$ cat src/rtl/dpa_pkg.sv
package dpa_pkg;
    localparam int NPORTS  = 2;
    localparam int PORT_L  = 0;
    localparam int PORT_R  = 1;

    typedef enum logic [1:0] {
        ST_IDLE       = 2'd0,
        ST_LEFT_OWNS  = 2'd1,
        ST_RIGHT_OWNS = 2'd2
    } own_state_t;
endpackage

$ cat src/rtl/dpa_settle_track.sv
module dpa_settle_track #(
    parameter int AW = 14
) (
    input  logic          clk,
    input  logic          rst_n,
    input  logic          en,
    input  logic [AW-1:0] addr,
    output logic          moved
);
    logic          en_q;
    logic [AW-1:0] addr_q;

    always_ff @(posedge clk or negedge rst_n) begin
        if (!rst_n) begin
            en_q   <= 1'b0;
            addr_q <= '0;
        end else begin
            en_q   <= en;
            addr_q <= addr;
        end
    end

    // A port has moved when it is enabled now and was either idle or
    // pointing elsewhere at the previous edge.
    always_comb begin
        moved = en && (!en_q || (addr != addr_q));
    end
endmodule

$ cat src/rtl/dpa_own_fsm.sv
module dpa_own_fsm
    import dpa_pkg::*;
#(
    parameter int TIE_MODE = 0
) (
    input  logic clk,
    input  logic rst_n,
    input  logic master_sel,
    input  logic collide,
    input  logic moved_l,
    input  logic moved_r,
    output logic lose_l,
    output logic lose_r
);
    localparam logic ALTERNATE = (TIE_MODE != 0);

    own_state_t state_q, state_d;
    logic       tie_ptr_q, tie_ptr_d;
    logic       tie_take;

    // State register
    always_ff @(posedge clk or negedge rst_n) begin
        if (!rst_n) begin
            state_q   <= ST_IDLE;
            tie_ptr_q <= 1'b0;
        end else begin
            state_q   <= state_d;
            tie_ptr_q <= tie_ptr_d;
        end
    end

    // Next-state logic
    always_comb begin
        state_d  = state_q;
        tie_take = 1'b0;
        unique case (state_q)
            ST_IDLE: begin
                if (master_sel && collide) begin
                    if (moved_l && !moved_r) begin
                        state_d = ST_RIGHT_OWNS;
                    end else if (moved_r && !moved_l) begin
                        state_d = ST_LEFT_OWNS;
                    end else begin
                        tie_take = 1'b1;
                        state_d  = (ALTERNATE && tie_ptr_q) ? ST_RIGHT_OWNS
                                                            : ST_LEFT_OWNS;
                    end
                end
            end
            ST_LEFT_OWNS: begin
                if (!master_sel || !collide) state_d = ST_IDLE;
            end
            ST_RIGHT_OWNS: begin
                if (!master_sel || !collide) state_d = ST_IDLE;
            end
            default: state_d = ST_IDLE;
        endcase
        tie_ptr_d = ALTERNATE ? (tie_ptr_q ^ tie_take) : 1'b0;
    end

    // Outputs from the registered state
    always_comb begin
        lose_l = master_sel && (state_q == ST_RIGHT_OWNS);
        lose_r = master_sel && (state_q == ST_LEFT_OWNS);
    end
endmodule

$ cat src/rtl/dpa_write_gate.sv
module dpa_write_gate (
    input  logic master_sel,
    input  logic en,
    input  logic we,
    input  logic lose,
    input  logic busy_n_in,
    output logic busy_n,
    output logic wr
);
    logic inhibit;

    always_comb begin
        inhibit = master_sel ? lose : !busy_n_in;
        busy_n  = !lose;
        wr      = en && we && !inhibit;
    end
endmodule

$ cat src/rtl/dpa_collision_arbiter.sv
module dpa_collision_arbiter
    import dpa_pkg::*;
#(
    parameter int AW       = 14,
    parameter int TIE_MODE = 0
) (
    input  logic          clk,
    input  logic          rst_n,
    input  logic          master_sel,
    input  logic          l_en,
    input  logic [AW-1:0] l_addr,
    input  logic          l_we,
    input  logic          r_en,
    input  logic [AW-1:0] r_addr,
    input  logic          r_we,
    input  logic          l_busy_n_in,
    input  logic          r_busy_n_in,
    output logic          l_busy_n,
    output logic          r_busy_n,
    output logic          l_wr,
    output logic          r_wr
);
    logic [NPORTS-1:0] en_v, we_v, bin_v, lose_v, moved_v, busy_v, wr_v;
    logic [AW-1:0]     addr_v [NPORTS];
    logic              collide;

    always_comb begin
        en_v[PORT_L]   = l_en;
        en_v[PORT_R]   = r_en;
        we_v[PORT_L]   = l_we;
        we_v[PORT_R]   = r_we;
        bin_v[PORT_L]  = l_busy_n_in;
        bin_v[PORT_R]  = r_busy_n_in;
        addr_v[PORT_L] = l_addr;
        addr_v[PORT_R] = r_addr;
        collide        = l_en && r_en && (l_addr == r_addr);
    end

    for (genvar p = 0; p < NPORTS; p++) begin : g_port
        dpa_settle_track #(.AW(AW)) u_track (
            .clk   (clk),
            .rst_n (rst_n),
            .en    (en_v[p]),
            .addr  (addr_v[p]),
            .moved (moved_v[p])
        );

        dpa_write_gate u_gate (
            .master_sel (master_sel),
            .en         (en_v[p]),
            .we         (we_v[p]),
            .lose       (lose_v[p]),
            .busy_n_in  (bin_v[p]),
            .busy_n     (busy_v[p]),
            .wr         (wr_v[p])
        );
    end

    dpa_own_fsm #(.TIE_MODE(TIE_MODE)) u_fsm (
        .clk        (clk),
        .rst_n      (rst_n),
        .master_sel (master_sel),
        .collide    (collide),
        .moved_l    (moved_v[PORT_L]),
        .moved_r    (moved_v[PORT_R]),
        .lose_l     (lose_v[PORT_L]),
        .lose_r     (lose_v[PORT_R])
    );

    assign l_busy_n = busy_v[PORT_L];
    assign r_busy_n = busy_v[PORT_R];
    assign l_wr     = wr_v[PORT_L];
    assign r_wr     = wr_v[PORT_R];
endmodule

$ cat config.mk
export PLATFORM = sky130hd
export DESIGN_NAME = dpa_collision_arbiter
export DESIGN_NICKNAME = d
export VERILOG_FILES = /design/src/rtl/dpa_pkg.sv /design/src/rtl/dpa_settle_track.sv /design/src/rtl/dpa_own_fsm.sv /design/src/rtl/dpa_write_gate.sv /design/src/rtl/dpa_collision_arbiter.sv
export SDC_FILE = /design/constraint.sdc
export NUM_CORES = 1
export LEC_CHECK = 0
export ABC_AREA = 1
export CORE_MARGIN = 1.5
export CORE_UTILIZATION = 51
export CTS_BUF_LIST = sky130_fd_sc_hd__clkbuf_2 sky130_fd_sc_hd__clkbuf_4 sky130_fd_sc_hd__clkbuf_8
export DETAILED_ROUTE_END_ITERATION = 16
export GPL_TIMING_DRIVEN = 0
export MAX_ROUTING_LAYER = met4
export PLACE_DENSITY = 0.92
export SETUP_SLACK_MARGIN = 0.2
export SYNTH_ARGS = -nofsm -noshare
export SYNTH_HDL_FRONTEND = slang
export SYNTH_SLANG_ARGS = --single-unit
$ cat constraint.sdc
create_clock -name clk -period 1.38 [get_ports clk]
set_clock_uncertainty 0.1 [all_clocks]
set_input_delay 0.207 -clock clk [delete_from_list [all_inputs] [get_ports clk]]
set_output_delay 0.207 -clock clk [all_outputs]
set_load 0.1 [all_outputs]
* After elaboration in Yosys (flattened, before gate mapping) *
Index checks and enable logic that the tools add are counted.
Widths: inputs -> output; s select.

cells by class
  add/sub/neg operators = 0
  $mul = 0
  divide/modulo/power cells = 0
  $lt $le $gt $ge = 0
  eq/ne operators = 7
  shift-type cells = 0
  muxes and demuxes = 6
  bitwise logic cells = 0
  reductions and logical operators = 29

operator list
  operator            number
  $ne 14x14->1        2
  $eq 14x14->1        1
  $logic_and 1x1->1   12
  $logic_not 1->1     11
  $mux 2              3
  $ne 2x1->1 const B  2
  $pmux 2 s2          1
  $logic_or 1x1->1    3
  $eq 2x1->1 const B  1
  $eq 2x2->1 const B  1
  $logic_not 2->1     1
  $mux 1              2
  $reduce_and 2->1    1
  $reduce_or 2->1     1

word-level totals
  bits in registers = 32
  latch bits = 0
  memory bits (writable) = 0
  ROM bits = 0
  input bits = 37
  output and inout port bits = 4
  word-level logic and storage cells = 47
  memories kept = 0

* Logic depth before layout (Yosys ltp) *
  word-level depth = 8
  gate-level depth with buffers = 11
  depth with buffers taken out = 11

* Modules after synthesis *
A second synthesis with hierarchy kept.

unflattened totals
  cells, all modules = 294
  area, all modules = 1,864.3 µm²

by module, submodules not included
  module                 instances  cells an instance  area each (µm²)  sequential area each (µm²)
  dpa_settle_track       2          93                 675.6            375.4
  dpa_collision_arbiter  1          67                 277.8            0.0
  dpa_own_fsm            1          27                 177.7            50.0
  dpa_write_gate         2          7                  28.8             0.0

* Least setup slack after synthesis *
OpenSTA, ideal clock, no wires.

  kind = reg-to-output
  start = register u_fsm.state_q[0]
  end = output port l_wr
  arrival = 2.184 ns
  data required time = 1.073 ns
  slack = -1.111 ns
  cell stages (with the launch flop) = 5
  buffers on the path = 0
  cell sequence = dfrtp_1 > inv_1 > ha_1 > nand2_1 > o2111a_1

between the ends
  longest elaborated chain between the ends = 5

ends and longest elaborated chain
  element                   line                         source
  start: declaration        dpa_own_fsm.sv:17            own_state_t state_q, state_d;
  start signal: assignment  dpa_own_fsm.sv:27            state_q <= state_d;
  $eq 2x2->1                dpa_own_fsm.sv:63            lose_l = master_sel && (state_q == ST_RIGHT_OWNS);
  $logic_and 1x1->1         dpa_own_fsm.sv:63
  $mux 1                    dpa_write_gate.sv:13         inhibit = master_sel ? lose : !busy_n_in;
  $logic_not 1->1           dpa_write_gate.sv:15         wr = en && we && !inhibit;
  $logic_and 1x1->1         dpa_write_gate.sv:15
  end: declaration          dpa_collision_arbiter.sv:20  output logic l_wr,

No other way between the ends.

* Worst setup path after layout *
  start = register u_fsm.state_q[1]
  end = output port r_wr

between the ends
  longest elaborated chain between the ends = 5

ends and longest elaborated chain
  element            line                         source
  $eq 2x1->1         dpa_own_fsm.sv:64            lose_r = master_sel && (state_q == ST_LEFT_OWNS);
  $logic_and 1x1->1  dpa_own_fsm.sv:64
  $mux 1             dpa_write_gate.sv:13
  $logic_not 1->1    dpa_write_gate.sv:15
  $logic_and 1x1->1  dpa_write_gate.sv:15
  end: declaration   dpa_collision_arbiter.sv:21  output logic r_wr

No other way between the ends.

==> flow_metrics.tcl <==
set metrics [dict create \
    n_antenna_cell 0 \
    ff_latch_count_synth 32 \
    mappedNetlistNets 277 \
    grt_pass1_wl_mm 5.93 \
    cp-start-kind "register" \
    die_area_um2 3680 \
    clkTransAtPathRegs_ns 0.10 \
    final-instance-count-excl-fill 349 \
    worstSetupEndpointType "output port" \
    clock_latency_ns 0.35 \
    synth_cells 237 \
    power_density_nw_per_um2 761 \
    grt_start_max_net_pins 33 \
    critical_path_peak_fanout 3 \
    final_common_cell "sky130_fd_sc_hd__nand2_1" \
    finalCriticalPeriod_ns 1.80 \
    drt-initial-drc-count 93 \
    area_fraction_in_compound_gates_after_synthesis 0.0391 \
    hp-class "input port to asynchronous set/reset pin" \
    failed_checks "hold timing, setup timing" \
    clock-sinks 32 \
    overflow 0 \
    synthDominantCellAreaShare 0.472 \
    grt_pass1_vias 1447 \
    power.leakage_uw 0.00147 \
    via_count 1667 \
    final-max-slew-violation-count 0 \
    power_uw 1950 \
    initial_core_util 0.546 \
    postRouteAntennaNets 0 \
    max_slew.worst_pin.slew_ns 0.794 \
    worst_slack_ns -0.421 \
    cts_buffers 5 \
    clock_tree_root "sky130_fd_sc_hd__clkbuf_4" \
    synth.area.mux_share 0 \
    post_layout_instance_area_um2 2560 \
    num-nets-final 345 \
    max-cap-violations 0 \
    yosys_warnings 0 \
    setup.worst_path.class "register to output port" \
    cp_data_arrival_time_ns 1.49 \
    finalHoldViolations 32 \
    setup_repair_after_global_routing_missed_its_margin "true" \
    routed_wl_mm 4.50 \
    dpl_cells 321 \
    synth_xor_xnor_area_share 0.0465 \
    die_h_um 60.7 \
    max_slew_margin 0.470 \
    top_cell_type_by_total_area_after_synthesis "sky130_fd_sc_hd__dfrtp_1" \
    leading_cell_types_in_the_layout_fill_and_taps_excluded "sky130_fd_sc_hd__nand2_1 (97), sky130_fd_sc_hd__inv_1 (45), sky130_fd_sc_hd__dfrtp_1 (31), sky130_fd_sc_hd__nor2_1 (22)" \
    htree_num_levels 2 \
    ys_types 14 \
    worst_path_required_time_ns 1.07 \
    ioPinCount 41 \
    run_status "complete, but fails checks" \
    final-setup-viol-count 6 \
    wl_per_cell_um 12.9 \
    detailedRoute.firstPassIterationCount 5 \
    detailed_place.area_um2 2190 \
    post-route-period-util 1.30 \
    vdd.ir_drop.worst_mv 0.652 \
    post_synth_and_or_nand_nor_area_fraction 0.314 \
    antenna_found_initial 0 \
    number_of_buffers_between_clock_root_and_the_deepest_sink 2 \
    vias_per_cell 4.78 \
    mappedNetlistArea_um2 1700 \
    r2r.worst_path.cells 10 \
    synth_sequential_area_ratio 0.472 \
    nFillCells 195 \
    synthesis.area_per_instance_um2 7.15 \
    num_rows 20 \
    core_um2 3100 \
    gp_congestion 0.805 \
    yosys.area_share.adder 0.0221 \
    tritoncts_clock_tree "yes" \
    drc_errors 0 \
    maxClockFrequency_mhz 555 \
    synth.area.top_cells "sky130_fd_sc_hd__dfrtp_1 (47%), sky130_fd_sc_hd__nand2_1 (22%), sky130_fd_sc_hd__inv_1 (11%), sky130_fd_sc_hd__nor2_1 (4.9%), sky130_fd_sc_hd__xnor2_1 (3.6%)" \
    layout-area-overhead-vs-synth_pct 51.3 \
    grt_use_total 0.233 \
    floorplan.die.width_um 60.7 \
    buffer_ports.inserted 40 \
    drive_above_1_share 0.108 \
    timing.hold.ws_ns -0.0731 \
    main_combinational_cell_family_by_area_after_synthesis "simple AND/OR/NAND/NOR gates" \
    hpwlAfterDp_mm 2.71 \
]
[flip-flops by register name (all words and copies together), names as in the netlist]
name and flops:
g_port.u_track.en_q 2, g_port.u_track.addr_q 28, u_fsm.state_q 2
[area by class of cell]
| type | count | area, um2 | share of cell area |
|---|---|---|---|
| clock buffers | 6 | 45.0 | 0.0176 |
| clock inverters | 1 | 5.00 | 0.00195 |
| inverters | 48 | 180 | 0.0702 |
| multi-input cells | 157 | 795 | 0.310 |
| flip-flops and latches | 32 | 802 | 0.313 |
| well taps | 44 | 55.1 | 0.0215 |
| repair buffers | 61 | 683 | 0.266 |
[stage by stage]
step / utilization / TNS (ns) / setup slack [ns] / hold WS [ns]
after floorplan: - / -0.553 / -0.284 / -0.189
after global placement: 0.706 / -23.62 / -1.29 / 0.440
after detailed placement: 0.706 / -23.40 / -1.30 / 0.444
after CTS: 0.754 / -1.43 / -0.408 / -0.0488
after global routing: 0.827 / -1.90 / -0.450 / -0.00751
final: 0.827 / -1.68 / -0.421 / -0.0731
[per-layer routing]
| layer | routed length [um] | vias to the layer above | part of all wire | GRT usage |
|---|---|---|---|---|
| met3 | 263 | 19 | 0.058 | 0.0597 |
| met5 | 0 | - | 0 | - |
| met1 | 1800 | 753 | 0.40 | 0.275 |
| met4 | 184 | 0 | 0.041 | 0.0932 |
| li1 | - | 830 | - | - |
| met2 | 2250 | 65 | 0.50 | 0.381 |
[worst paths after layout]
check / start / endpoint / slack, ns
worst max-delay path: u_fsm.state_q[1]$_DFFE_PN0P_ / r_wr / -0.42
worst min-delay path: rst_n / g_port[0].u_track.addr_q[7]$_DFF_PN0_ / -0.07
worst max register to register: g_port[1].u_track.addr_q[5]$_DFF_PN0_ / u_fsm.state_q[0]$_DFFE_PN0P_ / -0.20
worst min register to register: u_fsm.state_q[0]$_DFFE_PN0P_ / u_fsm.state_q[0]$_DFFE_PN0P_ / 0.53
max in group asynchronous: rst_n / u_fsm.state_q[0]$_DFFE_PN0P_ / 0.70
min in group clk: r_addr[13] / g_port[1].u_track.addr_q[13]$_DFF_PN0_ / 0.07
[cell usage after synthesis]
cell type                  number
sky130_fd_sc_hd__a21oi_2        1
sky130_fd_sc_hd__dfrtp_1       32
sky130_fd_sc_hd__ha_1           3
sky130_fd_sc_hd__inv_1         48
sky130_fd_sc_hd__nand2_1      100
sky130_fd_sc_hd__nand3_1        9
sky130_fd_sc_hd__nand3_2        1
sky130_fd_sc_hd__nor2_1        22
sky130_fd_sc_hd__nor2_2         3
sky130_fd_sc_hd__o2111a_1       2
sky130_fd_sc_hd__o21ai_0        2
sky130_fd_sc_hd__o21ai_1        5
sky130_fd_sc_hd__xnor2_1        7
sky130_fd_sc_hd__xor2_1         2
[timing repair]
item                                    4_1_cts  5_1_grt
gates resized for setup                      48       22
endpoints found under the setup margin       38        6
setup buffers                                 4        0
hold endpoints to repair                     32       34
pin swaps                                     5        2
[worst max-delay path, cell delays in order, from the launching register on]
cell and delay [ns]:
sky130_fd_sc_hd__dfrtp_1 0.44, sky130_fd_sc_hd__inv_2 0.08, sky130_fd_sc_hd__ha_4 0.18, sky130_fd_sc_hd__nand2_8 0.06, sky130_fd_sc_hd__o2111a_2 0.22, sky130_fd_sc_hd__buf_12 0.18
[logic make-up (layout without fill, tap and decap cells)]
group,count (synthesis),in the layout
AOI/OAI and AO/OA,10,10
xor gates and xnor gates,9,9
adders and majority gates,3,3
buffers and inverters,48,116
DFF,32,32
and+or+nand+nor,135,135
[power by group]
group,total (uW),internal [uW],switching [uW]
Clock,536,207,329
Combinational,413,197,216
Sequential,1000,982,22.2
Power figures use the tool's default switching activity.
